==> config.mk <==
export PLATFORM = sky130hd
export DESIGN_NAME = iter_srl_unit
export DESIGN_NICKNAME = d
export VERILOG_FILES = /design/src/rtl/srl_pkg.sv /design/src/rtl/srl_count_reg.sv /design/src/rtl/srl_shift_datapath.sv /design/src/rtl/srl_sequencer.sv /design/src/rtl/iter_srl_unit.sv
export SDC_FILE = /design/constraint.sdc
export NUM_CORES = 1
export LEC_CHECK = 0
export BUFFER_PORTS_ARGS = -buffer_cell sky130_fd_sc_hd__buf_2
export CAP_MARGIN = 0
export CORE_MARGIN = 2
export CORE_UTILIZATION = 40
export DETAILED_ROUTE_END_ITERATION = 8
export PLACE_DENSITY = 0.77
export SLEW_MARGIN = 20
export SYNTH_ARGS = -nofsm -noshare
export SYNTH_HDL_FRONTEND = slang
export SYNTH_SLANG_ARGS = --single-unit
==> constraint.sdc <==
create_clock -name clk -period 1.7 [get_ports clk]
set_input_delay 0.17 -clock clk [delete_from_list [all_inputs] [get_ports clk]]
set_output_delay 0.17 -clock clk [all_outputs]
set_load 0.03 [all_outputs]
==> src/rtl/srl_pkg.sv <==
package srl_pkg;
  typedef enum logic [1:0] {
    PH_IDLE  = 2'd0,
    PH_CHECK = 2'd1,
    PH_STEP  = 2'd2
  } srl_phase_e;
endpackage

==> src/rtl/srl_count_reg.sv <==
module srl_count_reg #(
  parameter int CNT_W = 5
) (
  input  logic             clk,
  input  logic             rst,
  input  logic             ld_imm,
  input  logic [CNT_W-1:0] imm_cnt,
  input  logic [CNT_W-1:0] alt_cnt,
  input  logic             ld_alt,
  input  logic             dec_en,
  output logic [CNT_W-1:0] cnt_o,
  output logic             zero_o
);
  logic [CNT_W-1:0] cnt_q, alt_q, cnt_nxt;
  logic             zero_q;

  always_comb begin
    cnt_nxt = cnt_q;
    if (ld_imm)      cnt_nxt = imm_cnt;
    else if (ld_alt) cnt_nxt = alt_q;
    else if (dec_en) cnt_nxt = cnt_q - CNT_W'(1);
  end

  always_ff @(posedge clk) begin
    if (rst) begin
      cnt_q  <= '0;
      alt_q  <= '0;
      zero_q <= 1'b1;
    end else begin
      cnt_q  <= cnt_nxt;
      zero_q <= (cnt_nxt == '0);
      if (ld_imm) alt_q <= alt_cnt;
    end
  end

  assign cnt_o  = cnt_q;
  assign zero_o = zero_q;

  AST_NO_UNDERFLOW: assert property (@(posedge clk) disable iff (rst)
    dec_en |-> !zero_q);
  AST_DEC_BY_ONE: assert property (@(posedge clk) disable iff (rst)
    (dec_en && !ld_imm && !ld_alt) |=> (cnt_q == $past(cnt_q) - CNT_W'(1)));
endmodule

==> src/rtl/srl_shift_datapath.sv <==
module srl_shift_datapath #(
  parameter int DATA_W = 32
) (
  input  logic              clk,
  input  logic              rst,
  input  logic              load_en,
  input  logic [DATA_W-1:0] operand,
  input  logic              shift_en,
  output logic [DATA_W-1:0] result_o
);
  logic [DATA_W-1:0] res_q, res_nxt;

  for (genvar b = 0; b < DATA_W; b++) begin : g_bit
    logic upper;
    if (b == DATA_W - 1) begin : g_top
      assign upper = 1'b0;
    end else begin : g_mid
      assign upper = res_q[b+1];
    end
    assign res_nxt[b] = load_en  ? operand[b] :
                        shift_en ? upper      : res_q[b];
  end

  always_ff @(posedge clk) begin
    if (rst) res_q <= '0;
    else     res_q <= res_nxt;
  end

  assign result_o = res_q;

  AST_TOP_ZERO_FILL: assert property (@(posedge clk) disable iff (rst)
    (shift_en && !load_en) |=> !res_q[DATA_W-1]);
  AST_COPY_OPERAND: assert property (@(posedge clk) disable iff (rst)
    load_en |=> (res_q == $past(operand)));
  AST_HOLD_IDLE: assert property (@(posedge clk) disable iff (rst)
    (!load_en && !shift_en) |=> $stable(res_q));
endmodule

==> src/rtl/srl_sequencer.sv <==
module srl_sequencer
  import srl_pkg::*;
(
  input  logic clk,
  input  logic rst,
  input  logic start_i,
  input  logic cnt_zero_i,
  output logic ld_imm_o,
  output logic ld_alt_o,
  output logic load_op_o,
  output logic shift_o,
  output logic done_o
);
  srl_phase_e ph_q, ph_nxt;
  logic       done_q;

  always_comb begin
    ph_nxt    = ph_q;
    ld_imm_o  = 1'b0;
    ld_alt_o  = 1'b0;
    load_op_o = 1'b0;
    shift_o   = 1'b0;
    unique case (ph_q)
      PH_IDLE: if (start_i) begin
        ld_imm_o  = 1'b1;
        load_op_o = 1'b1;
        ph_nxt    = PH_CHECK;
      end
      PH_CHECK: begin
        ld_alt_o = cnt_zero_i;
        ph_nxt   = PH_STEP;
      end
      PH_STEP: begin
        if (cnt_zero_i) ph_nxt = PH_IDLE;
        else            shift_o = 1'b1;
      end
      default: ph_nxt = PH_IDLE;
    endcase
  end

  always_ff @(posedge clk) begin
    if (rst) begin
      ph_q   <= PH_IDLE;
      done_q <= 1'b0;
    end else begin
      ph_q   <= ph_nxt;
      done_q <= (ph_q == PH_STEP) && cnt_zero_i;
    end
  end

  assign done_o = done_q;

  AST_DONE_PULSE: assert property (@(posedge clk) disable iff (rst)
    done_q |=> !done_q);
  AST_BUSY_START_IGNORED: assert property (@(posedge clk) disable iff (rst)
    (ph_q != PH_IDLE && start_i) |-> !ld_imm_o);
  AST_CHECK_THEN_STEP: assert property (@(posedge clk) disable iff (rst)
    (ph_q == PH_CHECK) |=> (ph_q == PH_STEP));
endmodule

==> src/rtl/iter_srl_unit.sv <==
module iter_srl_unit #(
  parameter int DATA_W = 32,
  parameter int CNT_W  = 5
) (
  input  logic              clk,
  input  logic              rst,
  input  logic              start_i,
  input  logic [CNT_W-1:0]  imm_cnt_i,
  input  logic [DATA_W-1:0] reg_cnt_i,
  input  logic [DATA_W-1:0] operand_i,
  output logic [DATA_W-1:0] result_o,
  output logic              done_o,
  output logic              cnt_zero_o
);
  logic ld_imm, ld_alt, load_op, shift_en, cnt_zero;
  logic [CNT_W-1:0] cnt_val;

  srl_sequencer u_seq (
    .clk(clk), .rst(rst), .start_i(start_i), .cnt_zero_i(cnt_zero),
    .ld_imm_o(ld_imm), .ld_alt_o(ld_alt), .load_op_o(load_op),
    .shift_o(shift_en), .done_o(done_o)
  );

  srl_count_reg #(.CNT_W(CNT_W)) u_cnt (
    .clk(clk), .rst(rst), .ld_imm(ld_imm), .imm_cnt(imm_cnt_i),
    .alt_cnt(reg_cnt_i[CNT_W-1:0]), .ld_alt(ld_alt), .dec_en(shift_en),
    .cnt_o(cnt_val), .zero_o(cnt_zero)
  );

  srl_shift_datapath #(.DATA_W(DATA_W)) u_dp (
    .clk(clk), .rst(rst), .load_en(load_op), .operand(operand_i),
    .shift_en(shift_en), .result_o(result_o)
  );

  assign cnt_zero_o = cnt_zero;

  AST_DONE_AT_ZERO: assert property (@(posedge clk) disable iff (rst)
    done_o |-> cnt_zero_o);
  AST_ZERO_FLAG_MATCH: assert property (@(posedge clk) disable iff (rst)
    cnt_zero_o == (cnt_val == '0));
endmodule

# Word-level counts from Yosys, hierarchy flattened

Cells that the tools add are included.
W data, S select, Z words.

Add/subtract/negate cells: 1
Equal/unequal tests: 4
Muxes and demuxes: 75
Reductions and logical operators: 5

Operator list:

| cell                  | number |
|---|---|
| $mux W1               | 69 |
| $mux W5               | 3 |
| $pmux W2 S3           | 1 |
| $logic_not A5 Y1      | 1 |
| $sub A5 B1 Y5 const B | 1 |
| $mux W2               | 2 |
| $eq A2 B1 Y1 const B  | 1 |
| $eq A2 B2 Y1 const B  | 1 |
| $logic_not A2 Y1      | 1 |
| $ne A2 B1 Y1 const B  | 1 |
| $ne A2 B2 Y1 const B  | 1 |
| $reduce_and A2 Y1     | 1 |
| $reduce_bool A2 Y1    | 1 |
| $logic_and A1 B1 Y1   | 1 |

Bits in registers: 46
Output and inout port bits: 34
Logic and storage cells: 91

# Depth between registers and ports, before layout

Word-level depth: 6
Gate-level depth with buffers: 7
Gate-level depth less buffers: 7

# By module

From an unflattened synthesis, not the netlist that was laid out.

Cell total of the unflattened synthesis: 214
Area total of the unflattened synthesis: 2,358.5 µm²

Modules (own cells, without submodules):

| module             | times used | cells each | area an instance (µm²) |
|---|---|---|---|
| srl_shift_datapath | 1          | 142        | 1,661.6 |
| srl_count_reg      | 1          | 61         | 565.5 |
| srl_sequencer      | 1          | 11         | 131.4 |

# Worst setup path before layout

Ideal clock, no wire load.

Kind: register -> register
Start: register u_cnt.zero_q (netlist: u_cnt.zero_o)
End: register u_cnt.zero_q (netlist: u_cnt.zero_o)
Library setup time: 116 ps
Arrival time: 1,595 ps
Required time: 1,584 ps
Slack: -11 ps
Cell stages (with the launch flop): 7
Path buffers: 1
Clock period less this slack: 1,711 ps
Cell sequence: dfxtp_1 -> or3b_1 -> buf_2 -> nor4_4 -> xnor2_1 -> a31o_1 -> a41o_1

Cells in the longest elaborated chain, start to end: 6

RTL lines:

| element                  | RTL line            | source |
|---|---|---|
| start: declaration       | srl_count_reg.sv:15 | `logic zero_q;` |
| start signal: assignment | srl_count_reg.sv:31 | `zero_q <= (cnt_nxt == '0);` |
| $mux W1                  | srl_sequencer.sv:34 | `if (cnt_zero_i) ph_nxt = PH_IDLE;` |
| $mux W1                  | srl_sequencer.sv:23 | `unique case (ph_q)` |
| $mux W5                  | srl_count_reg.sv:21 | `else if (dec_en) cnt_nxt = cnt_q - CNT_W'(1);` |
| $mux W5 (*)              | srl_count_reg.sv:20 | `else if (ld_alt) cnt_nxt = alt_q;` |
| $mux W5 (*)              | srl_count_reg.sv:19 | `if (ld_imm) cnt_nxt = imm_cnt;` |
| $logic_not A5 Y1 (*)     | srl_count_reg.sv:31 |  |

Mark *: on every way between the ends. The rest lies on a longest branch, timed or not.
A chain may end at the register's enable or synchronous reset.

# Final worst setup path

Start: register u_seq.ph_q[1]
End: register u_cnt.zero_q (netlist: u_cnt.zero_o)

Cells in the longest elaborated chain, start to end: 6

RTL lines:

| element                  | RTL line            | source |
|---|---|---|
| start: declaration       | srl_sequencer.sv:14 | `srl_phase_e ph_q, ph_nxt;` |
| start signal: assignment | srl_sequencer.sv:46 | `ph_q <= ph_nxt;` |
| $eq A2 B2 Y1             | srl_sequencer.sv:23 |  |
| $mux W1                  | srl_sequencer.sv:23 |  |
| $mux W5                  | srl_count_reg.sv:21 |  |
| $mux W5                  | srl_count_reg.sv:20 |  |
| $mux W5 (*)              | srl_count_reg.sv:19 |  |
| $logic_not A5 Y1 (*)     | srl_count_reg.sv:31 |  |

Marks and branches as above.

==> results.sh <==
export IMPL_outcome="complete, no violations"
export IMPL_max_freq_ghz=0.616
export IMPL_cts_inserted_buffers=5
export IMPL_diodes_inserted=0
export IMPL_end_kind="register"
export IMPL_synth_nets=315
export IMPL_drt_vias_per_instance=5.12
export IMPL_synth_most_common_cell="sky130_fd_sc_hd__nand2_1"
export IMPL_dr_total_vias=2007
export IMPL_setup_viol=0
export IMPL_crit_reg2reg_launch="u_seq.ph_q[1]"
export IMPL_synth_largest_area_cell="sky130_fd_sc_hd__dfxtp_1"
export IMPL_totalWireLength_um=4970
export IMPL_post_synth_num_cell_types=31
export IMPL_numClockSinks=46
export IMPL_ant_nets=0
export IMPL_critical_path_required_ns=1.89
export IMPL_quantity_of_i_o_buffers_inserted_on_ports=78
export IMPL_std_cell_rows=25
export IMPL_coreArea_mm2=0.00472
export IMPL_worstSetupStartpointType="register"
export IMPL_die_height_um=74.1
export IMPL_power_density_mw_per_mm2=944
export IMPL_drive_gt1_frac=0.357
export IMPL_post_drt_wl_per_cell_um=12.7
export IMPL_ctsLongestPathBuffers=2
export IMPL_worst_hold_startpoint="reg_cnt_i[2]"
export IMPL_max_slew_margin=0.699
export IMPL_finalWeightedCongestion=0.774
export IMPL_whs_path_depth=3
export IMPL_critical_path_peak_fanout=7
export IMPL_route_detailed_drc=0
export IMPL_synth_top_cells_by_area="sky130_fd_sc_hd__dfxtp_1, sky130_fd_sc_hd__nand2_1, sky130_fd_sc_hd__a311oi_1"
export IMPL_critical_path_arrival_ns=1.81
export IMPL_hold_class="in2reg"
export IMPL_max_cap_violations=0
export IMPL_grt_overflow_total=0
export IMPL_detail_route_iter0_violations=137
export IMPL_net_switching_power_uw=768
export IMPL_final_cell_count_no_fill=392
export IMPL_grt_pass1_wl_um=7690
export IMPL_cts_root_buffer="sky130_fd_sc_hd__clkbuf_8"
export IMPL_htree_levels=2
export IMPL_setup_cp_type="reg2reg"
export IMPL_yosys_area_top_type_share=0.469
export IMPL_r2r_slack_ns=0.08
export IMPL_peakVddDrop_v=0.000495
export IMPL_setup_tns_final_ns=0
export IMPL_clock_skew_final_ns=0.00511
export IMPL_holdBufCountCts=0
export IMPL_placed_cells=386
export IMPL_power_frac_comb=0.241
export IMPL_power_mw=2.48
export IMPL_hold_viol_final=0
export IMPL_initial_core_util=0.416
export IMPL_leakagePower_nw=1.13
export IMPL_die_w_um=74.1
export IMPL_antenna_found_initial=0
export IMPL_num_nets_final=399
export IMPL_p_int_mw=1.72
export IMPL_ys_seq_area_frac=0.469
export IMPL_synth_area_per_cell_um2=8.11
export IMPL_detailedRoute_firstPassIterationCount=4
export IMPL_worstMarginPinSlew_ns=0.452
export IMPL_clkSlewWorstSetupHoldPaths_ns=0.08
export IMPL_first_global_vias=1704
export IMPL_synth_cells_most_frequent="sky130_fd_sc_hd__nand2_1, sky130_fd_sc_hd__dfxtp_1, sky130_fd_sc_hd__nor2_1"
export IMPL_r2r_end="u_cnt.zero_o"
export IMPL_area_growth_synth_to_final_pct=34.0
export IMPL_groute_usage_overall=0.180
export IMPL_tritoncts="built"
export IMPL_post_route_min_period_ns=1.62
export IMPL_synth_ff_latch_count=46
export IMPL_grt_max_degree=46
export IMPL_dp_hpwl_um=3530
export IMPL_power_switching_share=0.309
export IMPL_synth_edff_count=0
export IMPL_period_share=0.954
export IMPL_synthArstFlopShare=0
export IMPL_maxSlewViolCount=0
export IMPL_r2r_worst_path_cells=5
export IMPL_rsz0062_at_grt="no"
export IMPL_die_outline_area_mm2=0.00548
export IMPL_worstSetupStartpoint="u_seq.ph_q[1]"
export IMPL_seq_power_share=0.500
export IMPL_num_io_pins=106
export IMPL_setup_slack_ns=0.0778
export IMPL_postSynth_topFlopCell="sky130_fd_sc_hd__dfxtp_1"
export IMPL_postSynthCellCount=242
export IMPL_yosysWarningCount=0
export IMPL_detailedPlace_worstSlack_ns=-0.0225
export IMPL_clk_insertion_delay_late_ns=0.29
export IMPL_worstHoldEndpoint="u_cnt.alt_q[2]"
export IMPL_synthesis_area_mm2=0.00196
export IMPL_clock_power_share=0.260
-- cells in the final DEF, fill, tap and decap left out, drive strengths merged --
cell / instances
nor2b: 1
a22o: 1
xnor2: 2
nor2: 30
ha: 1
or3b: 2
a31o: 1
o221ai: 1
inv: 3
o21a: 1
buf: 97
nand3b: 1
nor4b: 1
a41o: 1
a22oi: 10
nand2: 63
dfxtp: 46
nand4bb: 1
xor2: 1
o21ai: 4
a311oi: 22
a211oi: 1
nor4: 1
o31ai: 1
a31oi: 1
a21oi: 21
nor3b: 2
o22ai: 1
or4: 1
clkbuf: 6
-- power groups by stage --
stage / clock network, mW / logic (mW) / registers [mW]
finish: 0.645 / 0.598 / 1.24
global route: 0.716 / 0.654 / 1.25
CTS: 0.668 / 0.585 / 1.24
detailed placement: 0 / 0.582 / 1.26
global placement: 0 / 0.572 / 1.26
floorplan: 0 / 0.238 / 1.39
-- sequential cells by signal, summed over array words and instances (netlist names) --
| signal | cells |
|---|---|
| u_dp.result_o | 32 |
| u_cnt.zero_o | 1 |
| u_seq.done_o | 1 |
| u_cnt.cnt_o | 5 |
| u_cnt.alt_q | 5 |
| u_seq.ph_q | 2 |
-- stage by stage --
step / area, µm² / hold WS (ns) / utilization
after floorplan: 1960 / 0.306 / -
after global placement: 2510 / 0.410 / 0.532
after detailed placement: 2510 / 0.419 / 0.532
after CTS: 2600 / 0.106 / 0.550
after global routing: 2630 / 0.118 / 0.557
final: 2630 / 0.114 / 0.557
-- cell type report --
cell class | instances | area [µm²]
fill | 445 | 2090
sequential | 46 | 927
clock buffer | 6 | 82.6
inverter | 3 | 11.3
tap | 67 | 83.8
multi-input combinational | 173 | 992
timing repair buffer | 97 | 533
-- logic make-up after synthesis --
group,after synthesis,synth area share
AO/OA/AOI/OAI,66,0.236
XOR/XNOR,3,0.0134
adder cells (fa/ha/maj),1,0.00637
buffers and inverters,23,0.0459
flip-flops,46,0.469
AND/OR/NAND/NOR,103,0.229
-- worst max-delay path: stages (launching register included) --
cell and delay, ns:
sky130_fd_sc_hd__dfxtp_4 0.38, sky130_fd_sc_hd__or3b_4 0.42, sky130_fd_sc_hd__nor4_4 0.18, sky130_fd_sc_hd__xnor2_1 0.10, sky130_fd_sc_hd__a31o_1 0.24, sky130_fd_sc_hd__a41o_1 0.20
-- worst max path at each step --
stage | cells past startpoint | endpoint | slack, ns
after floorplan | 7 | u_cnt.zero_o | 0.02
after global placement | 5 | u_cnt.zero_o | 0.006
after detailed placement | 6 | u_dp.result_o[0] | -0.02
after CTS | 6 | u_dp.result_o[0] | 0.009
after global routing | 8 | u_cnt.zero_o | 0.01
final | 5 | u_cnt.zero_o | 0.08
-- timing repair --
action	4_1_cts	5_1_grt
buffers inserted	0	0
endpoints found under the setup margin	4	11
pin swaps	0	1
gates resized for setup	1	9
-- routing by layer --
metal	track usage	wire, µm
met3	0.0420	290
met1	0.244	2350
met4	0.0606	23
met5	0	0
met2	0.282	2300
Note: power is estimated with default switching activity, not from simulation.
